`src/rtl/e3_pkg.sv`:
```
// Package: shared state encoding and helpers for the serial excess-3 converter.
// Assumes digits are four bits wide and arrive least significant bit first.
package e3_pkg;

    localparam int DIGIT_BITS = 4;
    localparam int POS_W      = $clog2(DIGIT_BITS);
    localparam int ST_W       = 3;

    // Start state plus one state per (bit position, carry) pair after bit0.
    typedef enum logic [ST_W-1:0] {
        ST_IDLE  = 3'd0,
        ST_P1_C0 = 3'd1,
        ST_P1_C1 = 3'd2,
        ST_P2_C0 = 3'd3,
        ST_P2_C1 = 3'd4,
        ST_P3_C0 = 3'd5,
        ST_P3_C1 = 3'd6
    } e3_state_t;

    // Bit position the machine expects next.
    function automatic logic [POS_W-1:0] state_pos(input e3_state_t s);
        case (s)
            ST_P1_C0, ST_P1_C1: state_pos = POS_W'(1);
            ST_P2_C0, ST_P2_C1: state_pos = POS_W'(2);
            ST_P3_C0, ST_P3_C1: state_pos = POS_W'(3);
            default:            state_pos = '0;
        endcase
    endfunction

    // Carry held into the expected bit position.
    function automatic logic state_carry(input e3_state_t s);
        state_carry = (s == ST_P1_C1) || (s == ST_P2_C1) || (s == ST_P3_C1);
    endfunction

endpackage

```
`src/rtl/e3_next_state.sv`:
```
// Next-state logic: advances the bit position and updates the carry of the
// add-three. Assumes the state input is one of the seven legal encodings;
// any other encoding falls back to the start state.
module e3_next_state
    import e3_pkg::*;
(
    input  e3_state_t cur_state,
    input  logic      din,
    input  logic      din_vld,
    output e3_state_t nxt_state
);

    // Transition function; a bubble holds the present state.
    always_comb begin
        nxt_state = cur_state;
        if (din_vld) begin
            case (cur_state)
                // bit0 gets +1: carry out equals the input bit
                ST_IDLE:  nxt_state = din ? ST_P1_C1 : ST_P1_C0;
                // bit1 gets +1 plus carry: carry out = din | carry
                ST_P1_C0: nxt_state = din ? ST_P2_C1 : ST_P2_C0;
                ST_P1_C1: nxt_state = ST_P2_C1;
                // bit2 gets carry only: carry out = din & carry
                ST_P2_C0: nxt_state = ST_P3_C0;
                ST_P2_C1: nxt_state = din ? ST_P3_C1 : ST_P3_C0;
                // bit3 closes the digit
                ST_P3_C0,
                ST_P3_C1: nxt_state = ST_IDLE;
                default:  nxt_state = ST_IDLE;
            endcase
        end
    end

endmodule

```
`src/rtl/e3_out_logic.sv`:
```
// Mealy output logic: the excess-3 bit and the last-bit marker, computed from
// the present state and the present input. Assumes outputs matter only while
// din_vld is high; they are forced to 0 otherwise.
module e3_out_logic
    import e3_pkg::*;
(
    input  e3_state_t cur_state,
    input  logic      din,
    input  logic      din_vld,
    output logic      dout,
    output logic      last_bit
);

    logic carry;
    logic [POS_W-1:0] pos;

    // Decode position and carry from the state.
    always_comb begin
        carry = state_carry(cur_state);
        pos   = state_pos(cur_state);
    end

    // Sum bit of din plus the constant bit of 3 plus carry.
    always_comb begin
        dout     = 1'b0;
        last_bit = 1'b0;
        if (din_vld) begin
            case (pos)
                POS_W'(0): dout = ~din;
                POS_W'(1): dout = ~(din ^ carry);
                default:   dout = din ^ carry;
            endcase
            last_bit = (pos == POS_W'(DIGIT_BITS - 1));
        end
    end

endmodule

```
`src/rtl/e3_range_track.sv`:
```
// Range tracker: remembers whether bit1 or bit2 of the digit was set, so that
// the last bit can flag codes above 9. Assumes pos comes from the state
// register and that a bubble (din_vld low) must leave its memory unchanged.
module e3_range_track
    import e3_pkg::*;
(
    input  logic             clk,
    input  logic             rst_n,
    input  logic [POS_W-1:0] pos,
    input  logic             din,
    input  logic             din_vld,
    output logic             bad
);

    logic mid_seen_q;

    // Collect bit1 | bit2; clear at bit0 and on reset.
    always_ff @(posedge clk) begin
        if (!rst_n) begin
            mid_seen_q <= 1'b0;
        end else if (din_vld) begin
            if (pos == POS_W'(0))
                mid_seen_q <= 1'b0;
            else if (pos != POS_W'(DIGIT_BITS - 1))
                mid_seen_q <= mid_seen_q | din;
        end
    end

    // Code above 9: bit3 set together with bit1 or bit2.
    always_comb begin
        bad = din_vld && (pos == POS_W'(DIGIT_BITS - 1)) && din && mid_seen_q;
    end


    bad_needs_msb_chk: assert property (@(posedge clk) disable iff (!rst_n)
        bad |-> (din && mid_seen_q));


    mid_hold_chk: assert property (@(posedge clk) disable iff (!rst_n)
        !din_vld |=> $stable(mid_seen_q));

endmodule

```
`src/rtl/e3_serial_conv.sv`:
```
// Top: serial BCD (least significant bit first) to excess-3 converter. It
// holds the state register and ties the next-state, output and range logic
// together. Assumes a synchronous active-low reset and one bit per valid cycle.
module e3_serial_conv
    import e3_pkg::*;
(
    input  logic clk,
    input  logic rst_n,
    input  logic ser_bit,
    input  logic ser_valid,
    output logic e3_bit,
    output logic digit_last,
    output logic digit_bad
);

    e3_state_t        state_q;
    e3_state_t        state_d;
    logic             raw_bit;
    logic             raw_last;
    logic             raw_bad;
    logic [POS_W-1:0] cur_pos;

    // Position of the expected bit, shared with the range tracker.
    always_comb cur_pos = state_pos(state_q);

    // State register with synchronous reset to the start state.
    always_ff @(posedge clk) begin
        if (!rst_n) state_q <= ST_IDLE;
        else        state_q <= state_d;
    end

    e3_next_state u_next (
        .cur_state (state_q),
        .din       (ser_bit),
        .din_vld   (ser_valid),
        .nxt_state (state_d)
    );

    e3_out_logic u_out (
        .cur_state (state_q),
        .din       (ser_bit),
        .din_vld   (ser_valid),
        .dout      (raw_bit),
        .last_bit  (raw_last)
    );

    e3_range_track u_range (
        .clk     (clk),
        .rst_n   (rst_n),
        .pos     (cur_pos),
        .din     (ser_bit),
        .din_vld (ser_valid),
        .bad     (raw_bad)
    );

    // Outputs are held quiet while reset is applied.
    always_comb begin
        e3_bit     = rst_n & raw_bit;
        digit_last = rst_n & raw_last;
        digit_bad  = rst_n & raw_bad;
    end


    bubble_hold_chk: assert property (@(posedge clk) disable iff (!rst_n)
        !ser_valid |=> $stable(state_q));


    bubble_quiet_chk: assert property (@(posedge clk) disable iff (!rst_n)
        !ser_valid |-> (!e3_bit && !digit_last));


    last_returns_chk: assert property (@(posedge clk) disable iff (!rst_n)
        digit_last |=> (state_q == ST_IDLE));


    bad_only_last_chk: assert property (@(posedge clk) disable iff (!rst_n)
        digit_bad |-> digit_last);


    legal_state_chk: assert property (@(posedge clk) disable iff (!rst_n)
        state_q != e3_state_t'(3'd7));

endmodule

```
`config.mk`:
```
export PLATFORM = sky130hd
export DESIGN_NAME = e3_serial_conv
export DESIGN_NICKNAME = d
export VERILOG_FILES = /design/src/rtl/e3_pkg.sv /design/src/rtl/e3_next_state.sv /design/src/rtl/e3_out_logic.sv /design/src/rtl/e3_range_track.sv /design/src/rtl/e3_serial_conv.sv
export SDC_FILE = /design/constraint.sdc
export NUM_CORES = 1
export LEC_CHECK = 0
export ABC_AREA = 0
export ABC_CLOCK_PERIOD_IN_PS = 1400
export BUFFER_PORTS_ARGS = -buffer_cell sky130_fd_sc_hd__buf_2
export CORE_AREA = 5 5 42 44
export DETAILED_ROUTE_END_ITERATION = 10
export DIE_AREA = 0 0 47 49
export GPL_ROUTABILITY_DRIVEN = 0
export SYNTH_ARGS = -nofsm -noshare
export SYNTH_HDL_FRONTEND = slang
export SYNTH_HIERARCHICAL = 1
export SYNTH_SLANG_ARGS = --single-unit
export TNS_END_PERCENT = 20
```
`constraint.sdc`:
```
create_clock -name clk -period 1.4 [get_ports clk]
set_clock_uncertainty 0.05 [all_clocks]
set_input_delay 0.21 -clock clk [delete_from_list [all_inputs] [get_ports clk]]
set_output_delay 0.21 -clock clk [all_outputs]
set_load 0.05 [all_outputs]
```
* After elaboration in Yosys (flattened, before gate mapping)
Index checks and enable logic that the tools add are counted.
Cells by class: multiplexer cells 10, equality and inequality tests 9, bitwise gates (word level) 7, reductions and logical operators 12
Operators with widths (number):
- 3-bit one-hot mux with 5 select lines | 1
- 3-bit equality test (second input constant) | 3
- 3-bit by 2-bit equality test with 1-bit output (second input constant) | 2
- 2-bit one-hot mux with 3 select lines | 1
- 2-bit OR reduction | 3
- 1-bit two-way mux | 4
- 2-bit two-way mux | 2
- 1-bit AND | 3
- 3-bit by 1-bit equality test with 1-bit output (second input constant) | 1
- 1-bit logical AND | 3
- 3-bit zero test | 1
- 3-bit two-way mux | 1
- 2-bit by 1-bit equality test with 1-bit output (second input constant) | 1
- 2-bit equality test (second input constant) | 1
- 2-bit zero test | 1
- 1-bit logical OR | 2
- 2-bit inequality test (second input constant) | 1
- 1-bit NOT | 2
- 1-bit one-hot mux with 2 select lines | 1
- 2-bit AND reduction | 1
- 2-bit nonzero test | 1
- 1-bit OR | 1
- 1-bit bitwise XOR | 1
Word-level totals: word-level logic and storage cells 40, bits of input ports 4, register bits after elaboration 4

* Longest topological paths before layout
Gate-level depths: netlist of run 1.
depth in word-level cells 8, depth in mapped cells 5, mapped depth without buffers 5

* Hierarchy
The synthesis of run 1 kept the hierarchy.
Modules (own cells, without submodules):
- e3_serial_conv | cells an instance 12, area each 118.9 um^2, seq. area each 60.1 um^2, times used 1
- e3_next_state | cells an instance 13, area each 78.8 um^2, seq. area each 0.0 um^2, times used 1
- e3_range_track | cells an instance 8, area each 55.1 um^2, seq. area each 20.0 um^2, times used 1
- e3_out_logic | cells an instance 8, area each 51.3 um^2, seq. area each 0.0 um^2, times used 1

* Worst setup path before layout of run 1
Ideal clock, no wire load.
path type reg-to-output, start point register state_q[0], end point output port digit_bad, required time 1140 ps, arrival time 1353 ps, stages on the path, launching flop included 6, setup slack -213 ps, path through dfxtp_1 -> nand2_1 -> xnor2_1 -> nand3_1 -> nor2_1 -> and2_1
Between the ends: word-level cells in the longest chain between the ends 8
RTL lines:
- start, declared | RTL line e3_serial_conv.sv:16 | e3_state_t state_q;
- start signal, assigned | RTL line e3_serial_conv.sv:29 | else state_q <= state_d;
- 3-bit equality test, or another cell as far along | RTL line e3_pkg.sv:22 | case (s)
- 2-bit OR reduction | RTL line e3_pkg.sv:22
- 2-bit one-hot mux with 3 select lines (*) | RTL line e3_pkg.sv:22
- via cur_pos[1] | RTL line e3_serial_conv.sv:21 | logic [POS_W-1:0] cur_pos;
- 2-bit equality test (*) | RTL line e3_range_track.sv:31 | bad = din_vld && (pos == POS_W'(DIGIT_BITS - 1)) && din && mid_seen_q;
- 1-bit logical AND (*) (3 in series) | RTL line e3_range_track.sv:31
- via raw_bad | RTL line e3_serial_conv.sv:20 | logic raw_bad;
- 1-bit AND (*) | RTL line e3_serial_conv.sv:60 | digit_bad = rst_n & raw_bad;
- end, declared | RTL line e3_serial_conv.sv:13 | output logic digit_bad
Mark *: on every way through the listed nets, which the timed path passes. The rest lies on a longest branch.

* Worst setup path in the final report of run 1
start point register state_q[1], end point output port digit_last
Between the ends: word-level cells in the longest chain between the ends 6
RTL lines:
- 3-bit equality test, or another cell as far along | RTL line e3_pkg.sv:22
- 2-bit OR reduction | RTL line e3_pkg.sv:22
- 2-bit one-hot mux with 3 select lines (*) | RTL line e3_pkg.sv:22
- 2-bit equality test (*) | RTL line e3_out_logic.sv:33 | last_bit = (pos == POS_W'(DIGIT_BITS - 1));
- 1-bit two-way mux (*) | RTL line e3_out_logic.sv:27 | if (din_vld) begin
- via raw_last | RTL line e3_serial_conv.sv:19 | logic raw_last;
- 1-bit AND (*) | RTL line e3_serial_conv.sv:59 | digit_last = rst_n & raw_last;
- end, declared | RTL line e3_serial_conv.sv:12 | output logic digit_last,
Marks and branches as above.

==> metrics.md, run 1 <==
| Metric | Value |
|---|---|
| I/O Pins | `7` |
| Arrival time at the worst endpoint | `1.33 ns` |
| Post-route ant nets | `0` |
| RSZ-0062 raised after global routing | `true` |
| Post-DR vias/cell | `4.514` |
| Clock Tree Buf Depth | `2` |
| Row cnt | `14` |
| Vias | `325` |
| WS Path Type | `reg2out` |
| Final hold vios | `0` |
| Area delta synth->final | `53.50%` |
| WP data required | `1.14 ns` |
| ANT cells | `0` |
| Port Buffer Count | `6` |
| Cell Area, Placed | `401.6 um2` |
| DPL Wire Length | `509.8 um` |
| Worst-path fanout max | `5` |
| DR iter-0 viols | `8` |
| Initial antenna violation count | `0` |
| Peak VDD IR | `0.3469 mV` |
| Sequential share of power | `34.5%` |
| Share of layout cells above drive strength 1 | `42.86%` |
| Crit path capture type | `output pin` |
| Tmin final | `1.590 ns` |
| Crit-path cells | `buf_4, xor2_1, and3_1, and2_1, buf_6` |
| Die area | `2303 um2` |
| Async set-reset flop share out of synthesis | `0%` |
| Clock Power Share | `37.2%` |
| Critical Path Max Stage Delay | `0.35 ns` |
| Internal power | `0.2775 mW` |
| CP Launch Type | `register` |
| Synth area leaders | `dfxtp_1, and2_1, nand2_1, xor2_1, o21ai_0` |
| First-pass GRT wire length | `1117 um` |
| Syn nets | `45` |
| Syn Area/Cell | `7.416 um2` |
| Clock transition at path regs | `0.04 ns` |
| CTS tree | `done` |
| Initial DRT Pass Iterations | `4` |
| PD cells | `830.6 nW/um2` |
| Fin nets | `62` |
| Worst skew pair latency | `0.23 ns` |
| Sw Pwr | `0.1102 mW` |
| Clock sink count | `4` |
| Most frequent cells after synthesis | `and2_1, nand2_1, dfxtp_1` |
| Sequential Area | `88.84 um2` |
| GRT Total Usage | `6.615%` |
| Initial Util | `21.70%` |
| Hold slack final | `0.2186 ns` |
| Area leader, netlist | `dfxtp_1` |
| Synth Cell Area | `304.0 um2` |
| Gate count after technology mapping | `41` |
| Die Ht | `49 um` |
| Static Leakage | `0.2243 nW` |
| Register area share after synthesis | `26.34%` |
| DRT Wirelength | `673 um` |
| DRC violation count after routing | `0` |
| Vias in the first global route | `282` |
| CTS Hold Bufs | `0` |
| Netlist cell types | `23` |
| Top-area cell type share of the netlist area | `26.34%` |
| Synth warn | `6` |
| Max-slew headroom | `87.75%` |
| Routed len/inst | `9.347 um` |
| Post-CTS setup buffer count | `0` |
| H-tree Lvls | `1` |
| Pin count of the biggest net entering global routing | `8` |
| Worst path top cell family by delay | `flip-flops` |
| Final Cycle Share | `113.6%` |
| EDFF count, synth | `0` |
| Failing checks | `negative setup slack` |
| Slew @ Worst Pin | `0.1831 ns` |
| Yosys reg bits | `4` |
| Multi-input logic area | `226.5 um2` |
| Final Max Tran Viols | `0` |
| Max frequency | `629.0 MHz` |
| Final instance area | `466.7 um2` |
| CTS Buf Count | `3` |
| Root Buffer Master | `clkbuf_4` |
| Max-cap viol count | `0` |
| Core ar. | `1401 um2` |
| PnR worst setup slack | `-0.1898 ns` |
| # fillers | `160` |
| Grt ovf | `0` |
| Critical path's slowest cell | `dfxtp_4` |
| Ys flop type | `dfxtp_1` |
| Die Width | `47 um` |
| # setup viols final | `3` |
| HP Class | `in2reg` |
| Bufs and invs on worst path | `2` |
| Status | `finished with violations` |
| Sw frac | `28.42%` |
| Logic pwr share | `28.2%` |
| DP Worst Slack | `-0.07256 ns` |
==> flip-flops by register name, summed over array words and instances (netlist names) <==
| register | cells |
|---|---|
| state_q | 3 |
| u_range/mid_seen_q | 1 |
==> repair_timing <==
item | 4_1_cts | 5_1_grt
setup endpoints to repair | 3 | 3
hold endpoints to repair | 0 | 0
resized for setup | 11 | 3
==> worst register-to-register path: cells and delay by family, from the launching register on <==
family	cells	cell delay, ns
buf+inv	1	0.13
compound gates	2	0.23
flops	1	0.35
simple gates	2	0.28
==> final timing paths <==
| check | cells past startpoint | slack, ns | from | to |
|---|---|---|---|---|
| max | 5 | -0.19 | state_q[1] | digit_last |
| min | 2 | 0.22 | rst_n | state_q[1] |
| max reg2reg | 5 | 0.25 | state_q[0] | state_q[1] |
| min reg2reg | 1 | 0.46 | u_range/mid_seen_q | u_range/mid_seen_q |
==> layout by cell type, fill, tap and decap left out, types with 2 or more instances in the layout <==
master / count
and2_2: 2
a21oi_1: 2
buf_6: 3
and2_1: 4
xor2_1: 2
buf_4: 5
nand2_1: 6
nor2_1: 2
o21ai_0: 3
clkbuf_4: 3
dfxtp_4: 2
buf_2: 3
==> power by group through the flow <==
stage | Sequential, mW | Combinational (mW) | Clock, mW
finish | 0.134 | 0.109 | 0.144
CTS | 0.135 | 0.110 | 0.155
floorplan | 0.138 | 0.0567 | 0
global route | 0.136 | 0.121 | 0.162
detailed placement | 0.135 | 0.104 | 0
global placement | 0.134 | 0.102 | 0
==> layer usage <==
metal  global-route usage [%]  part of all wire [%]  vias up  wire length, um
li1                         -                     -      172                -
met1                    8.991                    48      144              323
met2                    8.371                    45        9              300
met3                    2.583                   7.1        0               48
met4                    4.147                     0        0                0
met5                        0                     0        -                0
==> layout make-up <==
type	instances	area share, %
Multi-Input combinational cell	35	48.53
Inverter	2	1.609
Timing Repair Buffer	12	21.72
Tap cell	16	4.290
Sequential cell	4	19.03
Clock buffer	3	4.826
==> through the flow <==
| step | cells | total power [mW] | utilization, % | TNS [ns] |
|---|---|---|---|---|
| CTS | 72 | 0.4007 | 32.68 | -0.5636 |
| finish | 72 | 0.3877 | 33.30 | -0.5256 |
| floorplan | 41 | 0.1943 | - | -0.1092 |
| detailed placement | 69 | 0.2382 | 28.66 | -0.1677 |
| global route | 72 | 0.4187 | 33.30 | -0.7542 |
| global placement | 69 | 0.2366 | 28.66 | -0.1371 |
==> kinds of logic (layout without fill, tap and decap cells) <==
logic type | Yosys count | in the layout | synth area share (%)
and+or+nand+nor | 20 | 20 | 34.99
AOI/OAI and AO/OA | 11 | 11 | 24.28
DFF | 4 | 4 | 26.34
xor gates and xnor gates | 3 | 3 | 8.644
buffers and inverters | 2 | 17 | 2.467
muxes | 1 | 1 | 3.292
Note: power is estimated with default switching activity, not from simulation.
==> run 2, diff against run 1 <==
--- a/config.mk
+++ b/config.mk
@@ -8,10 +8,14 @@
 export ABC_AREA = 0
 export ABC_CLOCK_PERIOD_IN_PS = 1400
 export BUFFER_PORTS_ARGS = -buffer_cell sky130_fd_sc_hd__buf_2
+export CELL_PAD_IN_SITES_DETAIL_PLACEMENT = 1
+export CELL_PAD_IN_SITES_GLOBAL_PLACEMENT = 1
 export CORE_AREA = 5 5 42 44
 export DETAILED_ROUTE_END_ITERATION = 10
 export DIE_AREA = 0 0 47 49
 export GPL_ROUTABILITY_DRIVEN = 0
+export PLACE_DENSITY_LB_ADDON = 0.1
+export REMOVE_ABC_BUFFERS = 1
 export SYNTH_ARGS = -nofsm -noshare
 export SYNTH_HDL_FRONTEND = slang
 export SYNTH_HIERARCHICAL = 1
==> run 2 against run 1 <==
The flow still finishes with violations (negative setup slack); highest routed layer unchanged; maximum frequency is 0.36% higher; flip-flop and latch count unchanged; clock-buffer cell count did not move; global-route usage up 3.0 points; clock power about the same; register-to-register slack lost 0.05 ns; design area unchanged; sequential power is essentially flat; die area unchanged; combinational power rose by 6%; worst hold slack better by 0.0015 ns.
==> metrics.md, run 2 (synthesis gave the netlist of run 1 again) <==
| Metric | Value |
|---|---|
| Hold slack final | `0.2201 ns` |
| # setup viols final | `3` |
| Failing checks | `negative setup slack` |
| CTS tree | `done` |
| Die area | `2303 um2` |
| Largest register by flop count | `state_q` |
| Final hold vios | `0` |
| HP Class | `in2reg` |
| Commonest non-fill, non-tap cell in the layout | `buf_4` |
| Critical path's slowest cell | `dfxtp_4` |
| CTS Buf Count | `3` |
| Max frequency | `631.3 MHz` |
| Status | `finished with violations` |
| Clock transition at path regs | `0.04 ns` |
| Critical Path Max Stage Delay | `0.37 ns` |
| Die Width | `47 um` |
| Final Total Pwr | `0.3915 mW` |
| Commonest non-fill, non-tap cells in the layout | `buf_4, nand2_1, and2_1` |
| Area delta synth->final | `53.50%` |
| Post-route ant nets | `0` |
| Largest register FFs | `3` |
| Biggest regs | `state_q x3, u_range/mid_seen_q x1` |
| Clock Tree Buf Depth | `2` |
| Share of layout cells above drive strength 1 | `42.11%` |
| Static Leakage | `0.2278 nW` |
| ANT cells | `0` |
| Post-layout util | `33.30%` |
| Initial antenna violation count | `0` |
| GRT Total Usage | `9.571%` |
| DR iter-0 viols | `0` |
| Final Max Tran Viols | `0` |
| Worst path top cell family by delay | `simple AND/OR/NAND/NOR gates` |
| Bufs and invs on worst path | `1` |
| I/O Pins | `7` |
| RSZ-0062 raised after global routing | `true` |
| Port Buffer Count | `6` |
| Setup TNS | `-0.5313 ns` |
| Fin nets | `63` |
| Crit-path cells | `nand2_1, xnor2_2, nand3_1, nor2_1, and2_1, buf_6` |
| CP Launch Type | `register` |
| Pin count of the biggest net entering global routing | `12` |
| DPL Wire Length | `660.6 um` |
| Final Cycle Share | `113.1%` |
| First-pass GRT wire length | `1607 um` |
| Vias in the first global route | `352` |
| Die Ht | `49 um` |
| Arrival time at the worst endpoint | `1.32 ns` |
| H-tree Lvls | `1` |
| Initial Util | `21.70%` |
| DRT Wirelength | `907 um` |
| Initial DRT Pass Iterations | `1` |
| Vias | `339` |
| PnR worst setup slack | `-0.1841 ns` |
| Slew @ Worst Pin | `0.1882 ns` |
| Max-cap viol count | `0` |
| PD cells | `838.9 nW/um2` |
| Root Buffer Master | `clkbuf_4` |
| Tmin final | `1.584 ns` |
| Post-DR vias/cell | `4.644` |
| Row cnt | `14` |
| Grt ovf | `0` |
| DP Worst Slack | `-0.1676 ns` |
| Worst skew pair latency | `0.23 ns` |
| Routed len/inst | `12.42 um` |
| Crit path capture type | `output pin` |
| DRC violation count after routing | `0` |
| Post-CTS setup buffer count | `0` |
| Peak VDD IR | `0.4920 mV` |
| Core ar. | `1401 um2` |
| WP data required | `1.14 ns` |
| Max-slew headroom | `87.45%` |
| Clock sink count | `4` |
| WS Path Type | `reg2out` |
| Worst-path fanout max | `6` |
run 2: worst paths after layout:
check / startpoint / to / slack, ns / cells past startpoint
setup / recovery: state_q[1] / digit_bad / -0.18 / 6
hold / removal: rst_n / u_range/mid_seen_q / 0.22 / 2
setup reg to reg: state_q[0] / state_q[1] / 0.20 / 5
hold reg to reg: u_range/mid_seen_q / u_range/mid_seen_q / 0.47 / 1
run 2: routing by layer:
layer / vias up / part of all wire (%) / GRT usage, %
li1: 173 / - / -
met1: 161 / 45 / 11.40
met2: 5 / 51 / 14.93
met3: 0 / 3.5 / 4.428
met4: 0 / 0 / 2.765
met5: - / 0 / 0
run 2: cell type report:
cell class / instances / area, um2
inverter: 2 / 7.507
multi-input combinational: 35 / 226.5
timing repair buffer: 13 / 101.3
fill: 185 / 934.6
clock buffer: 3 / 22.52
tap: 16 / 20.02
sequential: 4 / 88.84
run 2: through the flow:
step,instances,area (um2)
after floorplan,41,304.0
after global placement,70,406.6
after detailed placement,70,406.6
after CTS,73,464.2
after global routing,73,466.7
final,73,466.7
run 2: where the power goes:
group | switching [mW] | total, mW | internal [mW] | leakage (nW)
clock network | 0.0454 | 0.141 | 0.0958 | 0.0138
registers | 0.0124 | 0.136 | 0.123 | 0.0346
logic | 0.0548 | 0.115 | 0.0597 | 0.179
run 2: what timing repair did:
action | in CTS | in global routing
hold endpoints to repair | 0 | 0
hold buffers | 0 | 0
setup endpoints to repair | 3 | 3
gates resized for setup | 12 | 1
pin swaps | 0 | 0
==> run 3, diff against run 2 <==
--- a/config.mk
+++ b/config.mk
@@ -18,6 +18,5 @@
 export REMOVE_ABC_BUFFERS = 1
 export SYNTH_ARGS = -nofsm -noshare
 export SYNTH_HDL_FRONTEND = slang
-export SYNTH_HIERARCHICAL = 1
 export SYNTH_SLANG_ARGS = --single-unit
 export TNS_END_PERCENT = 20
==> run 3 against run 2 <==
The flow still finishes with violations (negative setup slack); worst setup slack worse by 0.38 ns; combinational power is 56% higher; clock power is 5% higher; flip-flop and latch count unchanged; power rose by 19%; clock-buffer cell count is the same; synthesized cell count increased by 7.3%; cell count grew 2.7%; largest cell class unchanged.
==> metrics.md, run 3 <==
| Metric | Value |
|---|---|
| Most frequent cells after synthesis | `a21oi_1, dfxtp_1, ha_1` |
| CTS Buf Count | `3` |
| Synth Cell Area | `360.3 um2` |
| Commonest non-fill, non-tap cell in the layout | `buf_4` |
| H-tree Lvls | `1` |
| Crit path capture type | `output pin` |
| DPL Wire Length | `884.1 um` |
| Worst R2R Setup Slack | `-0.08 ns` |
| Gate count after technology mapping | `44` |
| DR iter-0 viols | `2` |
| PD cells | `801.2 nW/um2` |
| Static Leakage | `0.2650 nW` |
| Sequential Area | `87.58 um2` |
| WS Path Type | `reg2out` |
| Async set-reset flop share out of synthesis | `0%` |
| Placed cell count | `72` |
| Synth warn | `0` |
| Share of layout cells above drive strength 1 | `59.32%` |
| Final Total Pwr | `0.4652 mW` |
| Area leader, netlist | `dfxtp_1` |
| I/O Pins | `7` |
| Top-area cell type share of the netlist area | `22.22%` |
| FF-to-FF End | `u_range.mid_seen_q` |
| Critical path's slowest cell | `dfxtp_4` |
| First-pass GRT wire length | `1918 um` |
| # setup viols final | `5` |
| Die area | `2303 um2` |
| Met3 Use GR | `3.690%` |
| Initial antenna violation count | `0` |
| Core ar. | `1401 um2` |
| Row cnt | `14` |
| Failing checks | `negative setup slack` |
| Clock sink count | `4` |
| Max frequency | `509.8 MHz` |
| Cell Area, Placed | `457.9 um2` |
| Max-slew headroom | `84.84%` |
| Setup TNS | `-1.540 ns` |
| Critical Path Max Stage Delay | `0.38 ns` |
| PnR worst setup slack | `-0.5617 ns` |
| Count leader, synth | `a21oi_1` |
| Multi-input logic area | `320.3 um2` |
| Final instance area | `580.6 um2` |
| RSZ-0062 raised after global routing | `true` |
| Syn Area/Cell | `8.190 um2` |
| Final hold vios | `0` |
| GRT Total Usage | `12.29%` |
| Status | `finished with violations` |
| Fin nets | `69` |
| Synth area leaders | `dfxtp_1, ha_1, o211a_1, a21oi_1, nand2b_1` |
| Vias in the first global route | `442` |
| Vias | `401` |
| Initial DRT Pass Iterations | `4` |
| Final Max Tran Viols | `0` |
| Pin count of the biggest net entering global routing | `9` |
| Largest register by flop count | `state_q` |
| # fillers | `168` |
| GR peak layer | `met2` |
| Grt ovf | `0` |
| Clock transition at path regs | `0.04 ns` |
| DRT Wirelength | `1169 um` |
| Area delta synth->final | `61.11%` |
| Post-route ant nets | `0` |
| Ys flop type | `dfxtp_1` |
| Peak VDD IR | `0.3362 mV` |
| Worst setup path end | `e3_bit` |
| Root Buffer Master | `clkbuf_4` |
| ANT cells | `0` |
| Port Buffer Count | `6` |
| Tmin final | `1.962 ns` |
| Netlist cell types | `25` |
| Die Ht | `49 um` |
| Final Cycle Share | `140.1%` |
| CP Launch Type | `register` |
| Yosys reg bits | `4` |
| Worst r2r src | `state_q[1]` |
| Crit path from | `state_q[1]` |
| CTS tree | `done` |
| Clock Tree Buf Depth | `2` |
| Met1 global-route usage | `11.55%` |
| Met2 GRT Util | `20.36%` |
| Arrival time at the worst endpoint | `1.70 ns` |
| HP Class | `in2reg` |
| Crit-path cells | `inv_2, ha_2, nor4bb_4, or3_1, a21oi_2, buf_6` |
| Largest register FFs | `3` |
| WP data required | `1.14 ns` |
| Worst-path fanout max | `4` |
| Crit path depth | `6` |
| DRC violation count after routing | `0` |
| Die Width | `47 um` |
| Hold depth | `2` |
| Post-DR vias/cell | `5.347` |
| Register area share after synthesis | `22.22%` |
| Biggest regs | `state_q x3, u_range.mid_seen_q x1` |
| Worst path top cell family by delay | `simple AND/OR/NAND/NOR gates` |
| Bufs and invs on worst path | `2` |
| Initial Util | `25.71%` |
| Post-CTS setup buffer count | `0` |
| Routed len/inst | `15.59 um` |
| Worst skew pair latency | `0.24 ns` |
| Worst Reg2Reg Path Length in Cells | `7` |
| EDFF count, synth | `0` |
| Slew @ Worst Pin | `0.2250 ns` |
| Final Non-Filler Cells | `75` |
| Commonest non-fill, non-tap cells in the layout | `buf_4, a21oi_2` |
| Max-cap viol count | `0` |
## run 3: cell count changes after synthesis, sizes merged, moves of 3 or more
cell	before	now
nand2	6	3
ha	0	4
o21ai	4	1
a21oi	3	6
and2	6	0
## run 3: area by class of cell
| cell class | count | area share (%) |
|---|---|---|
| flip-flops and latches | 4 | 15.09 |
| well taps | 16 | 3.448 |
| clock buffers | 3 | 3.879 |
| repair buffers | 15 | 19.40 |
| multi-input cells | 33 | 55.17 |
| inverters | 4 | 3.017 |
## run 3: repair_timing
| item | 4_1_cts | 5_1_grt |
|---|---|---|
| setup endpoints to repair | 5 | 6 |
| pin swaps | 2 | 0 |
| resized for setup | 17 | 8 |
| gates cloned | 0 | 0 |
| hold buffers | 0 | 0 |
## run 3: kinds of logic (layout without fill, tap and decap cells)
logic type                 Yosys count  in the layout  synth area share, %
and+or+nand+nor                     15             15                25.00
AOI/OAI and AO/OA                   14             14                29.17
buffers and inverters                7             22                9.718
adders and majority gates            4              4                13.89
DFF                                  4              4                22.22
## run 3: per-stage QoR
| step | util [%] | setup WS [ns] | hold WS, ns |
|---|---|---|---|
| 3_3_place_gp | 32.68 | -0.4652 | 0.4506 |
| 2_1_floorplan | - | -0.8392 | 0.2978 |
| 3_5_place_dp | 32.68 | -0.5286 | 0.4645 |
| 4_1_cts | 38.48 | -0.5726 | 0.2165 |
| 5_1_grt | 41.43 | -0.6512 | 0.2372 |
| 6_report | 41.43 | -0.5617 | 0.2318 |
## run 3: how the worst min path moves through the flow
stage                             to      start
after floorplan           state_q[1]  ser_valid
final                     state_q[1]  ser_valid
after global routing      state_q[1]  ser_valid
after global placement    state_q[1]  ser_valid
after detailed placement  state_q[1]  ser_valid
after CTS                 state_q[1]  ser_valid
## run 3: layer usage
metal | vias up | routed length (um)
met5 | - | 0
met4 | 0 | 42
met3 | 4 | 50
met2 | 11 | 604
met1 | 194 | 470
li1 | 192 | -
## run 3: power by group
| part | switching [mW] | internal (mW) |
|---|---|---|
| registers | 0.0147 | 0.124 |
| logic | 0.0859 | 0.0927 |
| clock network | 0.0520 | 0.0962 |
## run 3: worst reg2reg max path, stage by stage (launching register included)
cell and delay, ns:
dfxtp_4 0.38, inv_2 0.06, ha_4 0.18, nor3_2 0.20, a21oi_2 0.08, buf_4 0.14
a21oi_1 0.14, o221a_1 0.19
